**src/rtl/lrc_pkg.sv**
```systemverilog
package lrc_pkg;
  typedef enum logic {
    APP_IDLE  = 1'b0,
    APP_OFFER = 1'b1
  } app_st_e;

  localparam int LANES = 2;
endpackage

```
**src/rtl/lrc_accum.sv**
```systemverilog
module lrc_accum #(
  parameter int W = 8
) (
  input  logic         clk,
  input  logic         rst,
  input  logic         on,
  input  logic         tx_en,
  input  logic         end_clr,
  input  logic         rx_stb,
  input  logic [W-1:0] rx_dat,
  input  logic         tx_stb,
  input  logic [W-1:0] tx_dat,
  output logic [W-1:0] acc,
  output logic [W-1:0] acc_fold
);
  localparam int NL = lrc_pkg::LANES;

  logic [NL-1:0] stb;
  logic [W-1:0]  dat [NL];
  logic [W-1:0]  msk [NL];
  logic          ten_q;
  logic          clr_evt;

  assign stb    = {tx_stb, rx_stb};
  assign dat[0] = rx_dat;
  assign dat[1] = tx_dat;

  // one masking lane per character source
  genvar g;
  generate
    for (g = 0; g < NL; g++) begin : g_lane
      assign msk[g] = stb[g] ? dat[g] : '0;
    end
  endgenerate

  always_comb begin
    acc_fold = acc;
    for (int i = 0; i < NL; i++) acc_fold = acc_fold ^ msk[i];
  end

  always_ff @(posedge clk) begin
    if (rst) ten_q <= 1'b0;
    else     ten_q <= tx_en;
  end

  // clears outrank character strobes
  assign clr_evt = !on || (tx_en && !ten_q) || end_clr;

  always_ff @(posedge clk) begin
    if (rst)          acc <= '0;
    else if (clr_evt) acc <= '0;
    else              acc <= acc_fold;
  end
endmodule

```
**src/rtl/lrc_append.sv**
```systemverilog
module lrc_append #(
  parameter int W = 8
) (
  input  logic         clk,
  input  logic         rst,
  input  logic         on,
  input  logic         append,
  input  logic         fifo_empty,
  input  logic         ready,
  input  logic [W-1:0] fold,
  output logic         valid,
  output logic [W-1:0] data,
  output logic         end_clr
);
  lrc_pkg::app_st_e st;
  logic fe_q;
  logic rise;

  always_ff @(posedge clk) begin
    if (rst) fe_q <= 1'b1;
    else     fe_q <= fifo_empty;
  end

  assign rise = on && fifo_empty && !fe_q;

  assign end_clr = (rise && !append && st == lrc_pkg::APP_IDLE) ||
                   (st == lrc_pkg::APP_OFFER && ready);

  always_ff @(posedge clk) begin
    if (rst) begin
      st   <= lrc_pkg::APP_IDLE;
      data <= '0;
    end else if (!on) begin
      st <= lrc_pkg::APP_IDLE;
    end else begin
      unique case (st)
        lrc_pkg::APP_IDLE: begin
          if (rise && append) begin
            st   <= lrc_pkg::APP_OFFER;
            data <= fold;
          end
        end
        lrc_pkg::APP_OFFER: begin
          if (ready) st <= lrc_pkg::APP_IDLE;
        end
        default: st <= lrc_pkg::APP_IDLE;
      endcase
    end
  end

  assign valid = (st == lrc_pkg::APP_OFFER);
endmodule

```
**src/rtl/lrc_rxstat.sv**
```systemverilog
module lrc_rxstat #(
  parameter int W = 8
) (
  input  logic         clk,
  input  logic         rst,
  input  logic         on,
  input  logic         blk_start,
  input  logic         blk_end,
  input  logic         sw_clr,
  input  logic [W-1:0] fold,
  output logic         good
);
  always_ff @(posedge clk) begin
    if (rst)                     good <= 1'b0;
    else if (on && blk_end)      good <= (fold == '0);
    else if (blk_start || sw_clr) good <= 1'b0;
  end
endmodule

```
**src/rtl/lrc_engine.sv**
```systemverilog
module lrc_engine #(
  parameter int DATA_W = 8
) (
  input  logic              clk,
  input  logic              rst,
  input  logic              cfg_on,
  input  logic              cfg_append,
  input  logic              tx_en,
  input  logic              rx_char_stb,
  input  logic [DATA_W-1:0] rx_char,
  input  logic              rx_block_start,
  input  logic              rx_block_end,
  input  logic              sw_clr_good,
  input  logic              tx_char_stb,
  input  logic [DATA_W-1:0] tx_char,
  input  logic              fifo_empty,
  input  logic              chk_ready,
  output logic              chk_valid,
  output logic [DATA_W-1:0] chk_data,
  output logic              rx_good,
  output logic [DATA_W-1:0] lrc_value
);
  logic [DATA_W-1:0] w_fold;
  logic              w_end_clr;

  lrc_accum #(.W(DATA_W)) u_accum (
    .clk      (clk),
    .rst      (rst),
    .on       (cfg_on),
    .tx_en    (tx_en),
    .end_clr  (w_end_clr),
    .rx_stb   (rx_char_stb),
    .rx_dat   (rx_char),
    .tx_stb   (tx_char_stb),
    .tx_dat   (tx_char),
    .acc      (lrc_value),
    .acc_fold (w_fold)
  );

  lrc_append #(.W(DATA_W)) u_append (
    .clk        (clk),
    .rst        (rst),
    .on         (cfg_on),
    .append     (cfg_append),
    .fifo_empty (fifo_empty),
    .ready      (chk_ready),
    .fold       (w_fold),
    .valid      (chk_valid),
    .data       (chk_data),
    .end_clr    (w_end_clr)
  );

  lrc_rxstat #(.W(DATA_W)) u_rxstat (
    .clk       (clk),
    .rst       (rst),
    .on        (cfg_on),
    .blk_start (rx_block_start),
    .blk_end   (rx_block_end),
    .sw_clr    (sw_clr_good),
    .fold      (w_fold),
    .good      (rx_good)
  );
endmodule

```
**config.mk**
```make
export PLATFORM = sky130hd
export DESIGN_NAME = lrc_engine
export DESIGN_NICKNAME = d
export VERILOG_FILES = /design/src/rtl/lrc_pkg.sv /design/src/rtl/lrc_accum.sv /design/src/rtl/lrc_append.sv /design/src/rtl/lrc_rxstat.sv /design/src/rtl/lrc_engine.sv
export SDC_FILE = /design/constraint.sdc
export NUM_CORES = 1
export LEC_CHECK = 0
export ABC_AREA = 1
export CORE_AREA = 3 3 62 64
export DETAILED_ROUTE_END_ITERATION = 12
export DIE_AREA = 0 0 65 67
export GPL_ROUTABILITY_DRIVEN = 1
export PLACE_DENSITY = 0.66
export SYNTH_ARGS = -nofsm -noshare
export SYNTH_HDL_FRONTEND = slang
export SYNTH_HIERARCHICAL = 1
export SYNTH_SLANG_ARGS = --single-unit
```
**constraint.sdc**
```tcl
create_clock -name clk -period 1.8 [get_ports clk]
set_clock_uncertainty 0.05 [all_clocks]
set_input_delay 0.36 -clock clk [delete_from_list [all_inputs] [get_ports clk]]
set_output_delay 0.36 -clock clk [all_outputs]
set_load 0.03 [all_outputs]
```
==> flow_metrics.env <==
export IMPL_status="finished, final reports clean"
export IMPL_min_path_type="reg -> reg"
export IMPL_dp_slack_ns=-0.08149
export IMPL_slew_headroom_pct=78.25
export IMPL_drtAntennaViolNets=0
export IMPL_whs_endpoint="u_append/data[4]$_SDFFE_PP0P_"
export IMPL_maxCapViolCount=0
export IMPL_start_kind="register"
export IMPL_layout_setup_ws_ns=0.07138
export IMPL_busiest_layer="met2"
export IMPL_tightestPinTransition_ns=0.3258
export IMPL_irDropWorstVdd_uv=372.9
export IMPL_cp_data_required_time_ns=1.39
export IMPL_grt_overflow_total=0
export IMPL_rr_startpoint="u_append/valid$_SDFF_PP0_"
export IMPL_grt_usage_pct=13.09
export IMPL_path_buf_inv=1
export IMPL_area_delta_synth_final_pct=51.06
export IMPL_syn_area_per_cell_um2=6.357
export IMPL_cts_buffer_depth=2
export IMPL_initial_core_util_pct=35.25
export IMPL_n_antenna_cell=0
export IMPL_die_area_mm2=0.004355
export IMPL_io_buffers=45
export IMPL_cts_tree="yes"
export IMPL_fp_dieH_um=67
export IMPL_netlist_area_mm2=0.001176
export IMPL_grt_pass1_wl_mm=4.533
export IMPL_clock_sinks=20
export IMPL_cp_end_kind="primary output"
export IMPL_vias=1229
export IMPL_synth_warnings=6
export IMPL_dp_hpwl_mm=2.124
export IMPL_tns_ns=0
export IMPL_cp_slowest_cell="clkdlybuf4s50_1"
export IMPL_antenna_found_initial=0
export IMPL_reg2reg_setup_slack_ns=0.32
export IMPL_met1_usage_pct=15.14
export IMPL_grtUsageMet3_pct=4.216
export IMPL_design_area_mm2=0.001777
export IMPL_core_area_mm2=0.003337
export IMPL_netlist_instances=185
export IMPL_timing_critical_path_cells="clkdlybuf4s50_1"
export IMPL_cp_slowest_stage_delay_ns=0.67
export IMPL_place_area_mm2=0.001717
export IMPL_p_leak_nw=1.032
export IMPL_cts_root_buf="clkbuf_4"
export IMPL_num_io_pins=46
export IMPL_dp_cells=280
export IMPL_synth_cell_type_count=20
export IMPL_min_path_cells=2
export IMPL_syn_nets=213
export IMPL_grt_pass1_vias=1140
export IMPL_cp_top_family="buffers and inverters"
export IMPL_grt_use_met2_pct=23.63
export IMPL_totalWireLength_mm=2.646
export IMPL_cts_buffers=3
export IMPL_grt_max_degree=18
export IMPL_reg2reg_to="u_accum/acc[0]$_SDFF_PP0_"
export IMPL_rsz0062_at_grt="no"
export IMPL_clkLatencyLatePin_ns=0.30
export IMPL_period_share_pct=96.03
export IMPL_clock_fmax_mhz=578.5
export IMPL_drtPass1Iterations=4
export IMPL_power_density_mw_per_mm2=549.8
export IMPL_hold_viol_final=0
export IMPL_fin_crit_ns=1.729
export IMPL_report_final_slew_viol_count=0
export IMPL_std_cell_rows=21
export IMPL_crit_path_max_fanout=2
export IMPL_hold_buffers=0
export IMPL_post_route_util_pct=53.24
export IMPL_final_layout_size_suffix_gt1_share_pct=10.92
export IMPL_die_x_um=65
export IMPL_drt_iter0_markers=31
export IMPL_wire_per_inst_um=9.317
export IMPL_post_cts_setup_buffers=0
export IMPL_place_congestion=0.7585
export IMPL_criticalPathCategory="reg -> out"
export IMPL_nets=267
export IMPL_drc=0
export IMPL_synth_seq_area_share_pct=34.04
export IMPL_worstPathArrival_ns=1.32
export IMPL_fillers=375
export IMPL_clk_pin_slew_worst_paths_ns=0.11
export IMPL_synth_seq_cells=20
export IMPL_reg2reg_depth=9
export IMPL_h_tree_depth=1
export IMPL_finalSetupViolCount=0
export IMPL_fin_cells=284
export IMPL_cts_resized=3
export IMPL_hold_start="u_append/data[4]$_SDFFE_PP0P_"
export IMPL_viasPerCell=4.327
## routing by layer
layer | vias up | wire length, µm
li1 | 676 | -
met1 | 522 | 1252
met2 | 29 | 1233
met3 | 2 | 145
met5 | - | 0
met4 | 0 | 15
## per-stage QoR
stage	hold slack, ns	total power [mW]
finish	0.4459	0.9769
global route	0.4909	1.053
CTS	0.4555	0.9925
detailed placement	0.4270	0.7305
global placement	0.4200	0.7283
floorplan	0.3824	0.6144
## kinds of logic (layout without fill, tap and decap cells)
| family | after synthesis | after routing | synth area share, % |
|---|---|---|---|
| AO/OA/AOI/OAI | 19 | 19 | 8.936 |
| AND/OR/NAND/NOR | 111 | 111 | 42.34 |
| flip-flops | 20 | 20 | 34.04 |
| buffers and inverters | 35 | 88 | 14.68 |
## area by class of cell
class | count | area, µm² | share of cell area (%)
multi-input cells | 130 | 603.1 | 33.94
repair buffers | 54 | 566.8 | 31.90
flip-flops and latches | 20 | 400.4 | 22.54
inverters | 30 | 112.6 | 6.338
well taps | 46 | 57.56 | 3.239
clock buffers | 4 | 36.28 | 2.042
## how the worst max path moves through the flow
stage	from	to	slack, ns	cells after the start
after floorplan	u_append/valid$_SDFF_PP0_	u_accum/acc[0]$_SDFF_PP0_	0.22	8
after global routing	u_append/data[2]$_SDFFE_PP0P_	chk_data[2]	0.004	1
final	u_append/data[3]$_SDFFE_PP0P_	chk_data[3]	0.07	1
after global placement	rx_char_stb	u_rxstat/good$_SDFFE_PP0P_	-0.06	12
after detailed placement	rx_char_stb	u_rxstat/good$_SDFFE_PP0P_	-0.08	12
after CTS	u_accum/acc[6]$_SDFF_PP0_	lrc_value[6]	0.003	1
## cell usage after synthesis
master	number	area share, %
a21boi_0	1	0.64
o21ai_1	1	0.43
buf_8	2	2.6
buf_2	1	0.43
nand3b_1	1	0.64
buf_6	1	0.96
inv_1	29	9.3
a21oi_1	15	6.4
nor2_4	1	0.96
nand3_1	25	11
clkbuf_8	1	1.2
dfxtp_1	20	34
a21oi_2	2	1.5
nor2_2	1	0.53
or2_2	2	1.1
nor2_1	17	5.4
clkinv_1	1	0.32
nand2_1	57	18
nor2_8	1	1.7
nand2_2	6	3.2
## flip-flops by register name, summed over array words and instances, names as in the netlist
name            flops
u_append/data       8
u_append/fe_q       1
u_accum/acc         8
u_accum/ten_q       1
u_rxstat/good       1
u_append/valid      1
## report_power, final
part	switching, mW	internal (mW)
Clock	0.138	0.123
Combinational	0.127	0.125
Sequential	0.00865	0.455
## placed cells by master (no fill, tap or decap)
cell type	Yosys	layout
nor2_8	1	1
nand3_1	25	25
nor2_1	17	17
dlygate4sd2_1	0	3
nand3b_1	1	1
clkinv_1	1	1
o21ai_1	1	1
nand2_1	57	57
clkdlybuf4s50_1	0	31
a21boi_0	1	1
clkbuf_8	1	1
nor2_4	1	1
or2_2	2	2
a21oi_1	15	15
nand2_2	6	6
dlymetal6s2s_1	0	11
a21oi_2	2	2
clkbuf_4	0	3
buf_4	0	7
nor2_2	1	1
buf_12	0	2
inv_1	29	29
dfxtp_1	20	20
No activity file was read; power rests on OpenSTA's default activity.
